`src/rtl/vpd_pkg.sv`:
```
package vpd_pkg;

  localparam int DEC_W       = 14;
  localparam logic [DEC_W-1:0] NT_BASE  = 14'h2000;
  localparam logic [DEC_W-1:0] PAL_BASE = 14'h3F00;

  typedef enum logic [1:0] {
    RGN_PATTERN = 2'd0,
    RGN_NAMETBL = 2'd1,
    RGN_PALETTE = 2'd2
  } vpd_region_e;

  function automatic vpd_region_e vpd_region(input logic [DEC_W-1:0] a);
    if (a < NT_BASE)       return RGN_PATTERN;
    else if (a < PAL_BASE) return RGN_NAMETBL;
    else                   return RGN_PALETTE;
  endfunction

  function automatic logic [4:0] vpd_pal_index(input logic [4:0] a);
    logic [4:0] idx;
    idx = a;
    if (idx[1:0] == 2'b00) idx[4] = 1'b0;
    return idx;
  endfunction

endpackage

```
`src/rtl/vpd_addr_gen.sv`:
```
module vpd_addr_gen #(
  parameter int ADDR_W   = 16,
  parameter int STEP_BIG = 32
) (
  input  logic              clk,
  input  logic              rst_n,
  input  logic              addr_ld,
  input  logic [ADDR_W-1:0] addr_in,
  input  logic              step_ld,
  input  logic              step_sel,
  input  logic              adv,
  output logic [ADDR_W-1:0] vaddr,
  output logic              step32
);

  localparam logic [ADDR_W-1:0] STEP_L = ADDR_W'(STEP_BIG);
  localparam logic [ADDR_W-1:0] STEP_S = ADDR_W'(1);

  logic [ADDR_W-1:0] addr_q, addr_d;
  logic              big_q, big_d;

  always_comb begin
    addr_d = addr_q;
    if (addr_ld)  addr_d = addr_in;
    else if (adv) addr_d = addr_q + (big_q ? STEP_L : STEP_S);
  end

  always_comb begin
    big_d = big_q;
    if (step_ld) big_d = step_sel;
  end

  always_ff @(posedge clk or negedge rst_n) begin
    if (!rst_n) begin
      addr_q <= '0;
      big_q  <= 1'b0;
    end else begin
      if (addr_ld || adv) addr_q <= addr_d;
      if (step_ld)        big_q  <= big_d;
    end
  end

  assign vaddr  = addr_q;
  assign step32 = big_q;

endmodule

```
`src/rtl/vpd_window_map.sv`:
```
module vpd_window_map #(
  parameter int WIN_N  = 4,
  parameter int BANK_W = 2,
  parameter int OFS_W  = 10
) (
  input  logic                       clk,
  input  logic                       rst_n,
  input  logic                       win_ld,
  input  logic [$clog2(WIN_N)-1:0]   win_sel,
  input  logic [BANK_W-1:0]          win_bank,
  input  logic [$clog2(WIN_N)-1:0]   win_idx,
  input  logic [OFS_W-1:0]           ofs,
  output logic [BANK_W+OFS_W-1:0]    nt_addr
);

  logic [BANK_W-1:0] bank_q [WIN_N];

  for (genvar i = 0; i < WIN_N; i++) begin : g_win
    localparam logic [BANK_W-1:0] RST_BANK = BANK_W'(i / 2);
    logic [BANK_W-1:0] bank_d;
    logic              hit;

    assign hit = win_ld && (win_sel == i);

    always_comb begin
      bank_d = bank_q[i];
      if (hit) bank_d = win_bank;
    end

    always_ff @(posedge clk or negedge rst_n) begin
      if (!rst_n)   bank_q[i] <= RST_BANK;
      else if (hit) bank_q[i] <= bank_d;
    end
  end

  assign nt_addr = {bank_q[win_idx], ofs};

endmodule

```
`src/rtl/vpd_palette.sv`:
```
module vpd_palette #(
  parameter int PAL_N = 32,
  parameter int PAL_W = 6
) (
  input  logic                     clk,
  input  logic                     rst_n,
  input  logic                     wr,
  input  logic [$clog2(PAL_N)-1:0] idx,
  input  logic [PAL_W-1:0]         wdata,
  input  logic                     frame_start,
  output logic                     changed
);

  logic [PAL_W-1:0] ent_q [PAL_N];
  logic             flag_q, flag_d;
  logic             differs;

  assign differs = wr && (ent_q[idx] != wdata);

  for (genvar i = 0; i < PAL_N; i++) begin : g_ent
    logic hit;
    assign hit = wr && (idx == i);
    always_ff @(posedge clk or negedge rst_n) begin
      if (!rst_n)   ent_q[i] <= '0;
      else if (hit) ent_q[i] <= wdata;
    end
  end

  always_comb begin
    flag_d = flag_q;
    if (frame_start) flag_d = 1'b0;
    if (differs)     flag_d = 1'b1;
  end

  always_ff @(posedge clk or negedge rst_n) begin
    if (!rst_n) flag_q <= 1'b0;
    else        flag_q <= flag_d;
  end

  assign changed = flag_q;

endmodule

```
`src/rtl/vmem_port_decoder.sv`:
```
module vmem_port_decoder #(
  parameter int ADDR_W   = 16,
  parameter int DATA_W   = 8,
  parameter int STEP_BIG = 32,
  parameter int PAT_AW   = 13,
  parameter int WIN_N    = 4,
  parameter int BANK_W   = 2,
  parameter int OFS_W    = 10,
  parameter int PAL_N    = 32,
  parameter int PAL_W    = 6
) (
  input  logic                        clk,
  input  logic                        rst_n,
  input  logic                        addr_ld,
  input  logic [ADDR_W-1:0]           addr_in,
  input  logic                        step_ld,
  input  logic                        step_sel,
  input  logic                        win_ld,
  input  logic [$clog2(WIN_N)-1:0]    win_sel,
  input  logic [BANK_W-1:0]           win_bank,
  input  logic                        wr_en,
  input  logic [DATA_W-1:0]           wr_data,
  input  logic                        frame_start,
  output logic [ADDR_W-1:0]           vaddr,
  output logic                        pat_we,
  output logic [PAT_AW-1:0]           pat_addr,
  output logic                        nt_we,
  output logic [BANK_W+OFS_W-1:0]     nt_addr,
  output logic [DATA_W-1:0]           mem_wdata,
  output logic                        pal_we,
  output logic [$clog2(PAL_N)-1:0]    pal_idx,
  output logic [PAL_W-1:0]            pal_wdata,
  output logic                        pal_changed
);
  import vpd_pkg::*;

  localparam int WSEL_W = $clog2(WIN_N);
  localparam int PIDX_W = $clog2(PAL_N);

  logic [DEC_W-1:0] dec;
  vpd_region_e      rgn;
  logic             step32;

  assign dec = vaddr[DEC_W-1:0];
  assign rgn = vpd_region(dec);

  vpd_addr_gen #(.ADDR_W(ADDR_W), .STEP_BIG(STEP_BIG)) u_addr (
    .clk(clk), .rst_n(rst_n), .addr_ld(addr_ld), .addr_in(addr_in),
    .step_ld(step_ld), .step_sel(step_sel), .adv(wr_en),
    .vaddr(vaddr), .step32(step32)
  );

  vpd_window_map #(.WIN_N(WIN_N), .BANK_W(BANK_W), .OFS_W(OFS_W)) u_win (
    .clk(clk), .rst_n(rst_n), .win_ld(win_ld), .win_sel(win_sel),
    .win_bank(win_bank), .win_idx(dec[OFS_W+WSEL_W-1:OFS_W]),
    .ofs(dec[OFS_W-1:0]), .nt_addr(nt_addr)
  );

  assign pat_we    = wr_en && (rgn == RGN_PATTERN);
  assign nt_we     = wr_en && (rgn == RGN_NAMETBL);
  assign pal_we    = wr_en && (rgn == RGN_PALETTE);
  assign pat_addr  = dec[PAT_AW-1:0];
  assign mem_wdata = wr_data;
  assign pal_idx   = PIDX_W'(vpd_pal_index(dec[4:0]));
  assign pal_wdata = wr_data[PAL_W-1:0];

  vpd_palette #(.PAL_N(PAL_N), .PAL_W(PAL_W)) u_pal (
    .clk(clk), .rst_n(rst_n), .wr(pal_we), .idx(pal_idx),
    .wdata(pal_wdata), .frame_start(frame_start), .changed(pal_changed)
  );

endmodule

```
`config.mk`:
```
export PLATFORM = sky130hd
export DESIGN_NAME = vmem_port_decoder
export DESIGN_NICKNAME = d
export VERILOG_FILES = /design/src/rtl/vpd_pkg.sv /design/src/rtl/vpd_addr_gen.sv /design/src/rtl/vpd_window_map.sv /design/src/rtl/vpd_palette.sv /design/src/rtl/vmem_port_decoder.sv
export SDC_FILE = /design/constraint.sdc
export NUM_CORES = 1
export LEC_CHECK = 0
export CAP_MARGIN = 0
export CELL_PAD_IN_SITES_DETAIL_PLACEMENT = 1
export CELL_PAD_IN_SITES_GLOBAL_PLACEMENT = 1
export CORE_AREA = 4 4 135 163
export CTS_CLUSTER_DIAMETER = 80
export DETAILED_ROUTE_END_ITERATION = 8
export DIE_AREA = 0 0 139 167
export MAX_ROUTING_LAYER = met4
export PLACE_DENSITY_LB_ADDON = 0.1
export SLEW_MARGIN = 20
export SYNTH_ARGS = -nofsm -noshare
export SYNTH_HDL_FRONTEND = slang
export SYNTH_SLANG_ARGS = --single-unit
```
`constraint.sdc`:
```
create_clock -name clk -period 6.35 [get_ports clk]
set_input_delay 0.9525 -clock clk [delete_from_list [all_inputs] [get_ports clk]]
set_output_delay 0.9525 -clock clk [all_outputs]
set_load 0.01 [all_outputs]
```
==> results by group <==
STA
  – F_max: 0.263 GHz
  – Setup Skew: 0.0112 ns
  – RSZ-0062 raised after global routing: no
  – Final setup violation count: 0
  – Final Max Slew Viols: 0
  – Fin. Hold Viols: 0
  – Final hold slack: 0.370 ns
  – Max-slew headroom: 31.1%
  – Fin crit share: 59.8%
  – Setup TNS Final: 0 ns
  – Min Tclk post-route: 3.80 ns
  – Pin slew with the least headroom to its limit: 1.03 ns

Synthesis
  – Post-synth top area cell: dfrtp_1
  – Syn_nets: 818
  – Largest cells by area after synthesis: dfrtp_1 50%, mux2_2 20%, mux4_2 6.3%, buf_4 3.3%, mux2i_1 2.6%
  – Post-synthesis register bit count: 210
  – Count leader, synth: dfrtp_1
  – Yosys top cell area share: 50.4%
  – Post-Syn Area: 10,300 um^2
  – Syn avg cell area: 13.2 um^2
  – Synth Warn #: 0
  – Commonest cells post-synth: 208 x dfrtp_1, 182 x mux2_2, 46 x buf_4
  – Fraction of registers with async set/reset: 100%
  – Seq/Total Area, Yosys: 51.0%
  – Post-synthesis cell type count: 57
  – Ys flop type: dfrtp_1
  – Post-Synthesis Cells: 779
  – EDFF count, synth: 0

Finish
  – Reg area: 5260 um^2
  – Finished Layout Cells: 1,078
  – Fillers: 1,987
  – Layout overhead on the synthesized area: 13.1%
  – Fraction of layout cells with a size suffix above 1: 33.0%
  – Number of diodes: 0
  – Footprint of the multi-input gates: 4410 um^2
  – Fin util: 57.6%
  – # nets final: 841

Worst setup path
  – Cell Chain, Critical Path: clkdlybuf4s50_1 > nand3_1 > inv_2 > clkdlybuf4s50_1
  – Crit. End Element: primary output
  – Crit-path most repeated cell: clkdlybuf4s50_1
  – Largest delay share family, worst path: buffers and inverters
  – Worst EP required: 5.40 ns
  – Top fanout value on the critical path: 12
  – Worst setup SP type: primary input
  – Reg2Reg Setup Slack: 2.83 ns
  – RR Startpoint: u_addr.vaddr[2]$_DFFE_PN0P_
  – CP max stage delay: 0.77 ns
  – Critical-path top delay cell: clkdlybuf4s50_1
  – Worst r2r dst: u_pal.changed$_DFFE_PN0P_
  – R2R depth: 8
  – WP depth: 4
  – Buffers plus inverters on the worst setup path: 3
  – Critical Path Sink: pal_we
  – Critical path class: primary input to primary output
  – Crit path DAT: 2.85 ns
  – Crit. Startpoint: wr_en

Global routing
  – Initial antenna violation count: 0
  – First-pass GRT wire length: 42.0 mm
  – GRT overflow: 0
  – Largest net degree at the start of global routing: 98
  – Total GRT Usage: 23.5%
  – Vias in the first global route: 7,319

Hold path
  – Hold Path Origin: u_pal.ent_q[23]$_DFFE_PN0P_
  – Hold crit path type: flop to flop

Floorplan
  – Die area: 23,200 um^2
  – Num ports: 100
  – Initial cell density of the core: 50.9%
  – Die width: 139 um
  – Die Y: 167 um
  – Core area: 20,300 um^2
  – FP Rows: 57

Pwr
  – PwrDens: 255 nW/um^2
  – Internal power: 2210 uW
  – Combinational Power Share: 12.9%
  – Switching portion of total power: 25.8%
  – Peak VDD IR: 0.171 mV
  – Clk pwr share: 39.6%
  – Leakage: 0.00536 uW
  – Sequential share of power: 47.6%
  – Switching power: 768 uW

Run
  – Max_cap viols: 0

Placed design
  – Buffers on Ports: 95
  – Dpl cells: 1,043
  – Post-DP HPWL: 17.8 mm
  – Placer Congestion: 0.854

Clocking
  – H-tree depth: 1
  – Clock sinks: 210
  – Reg clk slew, reported paths: 0.06 ns
  – Hold buffers post-CTS: 0
  – Worst skew pair latency: 0.51 ns
  – CTS root buf: clkbuf_16
  – Setup Fix Bufs, Post-CTS: 0
  – Clock buffer count from CTS: 22
  – CTS tree: done
  – Post-CTS Resized: 0
  – CTS Buffer Depth: 3

Route
  – Routed Antenna Nets: 0
  – Vias per inst: 5.86
  – Vias post-DR: 6,320
  – Number of DRC markers in iteration 0: 197
  – First-pass DRT Iterations: 4
  – Routed wire length: 26.3 mm
  – DR WL/cell: 24.4 um
  – DR DRC count: 0

Status
  – Outcome: completed
-- per-stage QoR --
stage	setup slack (ns)	total power [uW]	area [um^2]
floorplan	3.90	1670	10300
global placement	2.61	1820	11000
detailed placement	2.54	1830	11000
CTS	2.54	3020	11700
global route	2.46	3110	11700
finish	2.55	2980	11700
-- per-layer routing --
metal  global-route usage (%)  vias to the layer above  wire length, um
met2                     41.5                      149            13800
li1                         -                     2790                -
met5                        -                        -                0
met3                     3.53                       54              995
met1                     27.8                     3327            10800
met4                     7.66                        0              714
-- layout by cell type, fill, tap and decap left out, types with 3 or more instances in the layout --
cell type,instances
nor2_4,8
mux4_2,29
inv_1,4
mux4_1,4
mux2_2,182
mux2i_1,27
and2_1,4
xor2_1,10
nor2b_1,7
xnor2_1,10
a31oi_1,4
clkdlybuf4s50_1,92
o21ai_0,17
a21boi_0,4
dfrtp_1,206
nand3_1,16
nand2b_1,3
a22oi_1,4
a21oi_1,3
nand4_1,7
ha_1,3
buf_4,10
clkbuf_16,23
o2bb2ai_1,4
clkbuf_1,9
nand2_1,45
nor3_1,6
a32oi_1,5
o221ai_1,3
nor2_1,24
-- layout make-up --
cell class	instances	area share [%]
clock buffers	33	5.34
inverters	5	0.161
well taps	265	2.84
multi-input cells	458	37.7
repair buffers	105	8.73
clock inverters	2	0.107
flip-flops and latches	210	45.1
-- power groups by stage --
stage | logic [uW] | registers (uW) | clock network [uW]
after floorplan | 259 | 1410 | 0
after global placement | 380 | 1440 | 0
after detailed placement | 388 | 1440 | 0
after CTS | 390 | 1420 | 1210
after global routing | 413 | 1420 | 1270
final | 384 | 1420 | 1180
-- how the worst min path moves through the flow --
stage                                             end  slack (ns)  depth (start not counted)
after floorplan           u_pal.ent_q[71]$_DFFE_PN0P_        0.42                          1
after global placement    u_pal.ent_q[95]$_DFFE_PN0P_        0.36                          0
after detailed placement  u_pal.ent_q[23]$_DFFE_PN0P_        0.36                          0
after CTS                 u_pal.ent_q[23]$_DFFE_PN0P_        0.37                          0
after global routing      u_pal.ent_q[92]$_DFFE_PN0P_        0.39                          0
final                     u_pal.ent_q[23]$_DFFE_PN0P_        0.37                          0
-- logic make-up (layout without fill, tap and decap cells) --
family	after synthesis	after routing	synth area share [%]
adder cells (fa/ha/maj)	3	3	0.364
multiplexers	242	242	29.8
flip-flops	210	210	51.0
AO/OA/AOI/OAI	60	60	4.10
buffers and inverters	111	145	6.34
XOR/XNOR	20	20	1.70
AND/OR/NAND/NOR	133	133	6.72
-- state kept, by name, indices dropped and copies added, names as in the netlist --
name,cells
u_pal.changed,1
u_pal.ent_q,184
u_win.bank_q,8
u_addr.vaddr,16
u_addr.step32,1
(Power assumes the default switching activity.)
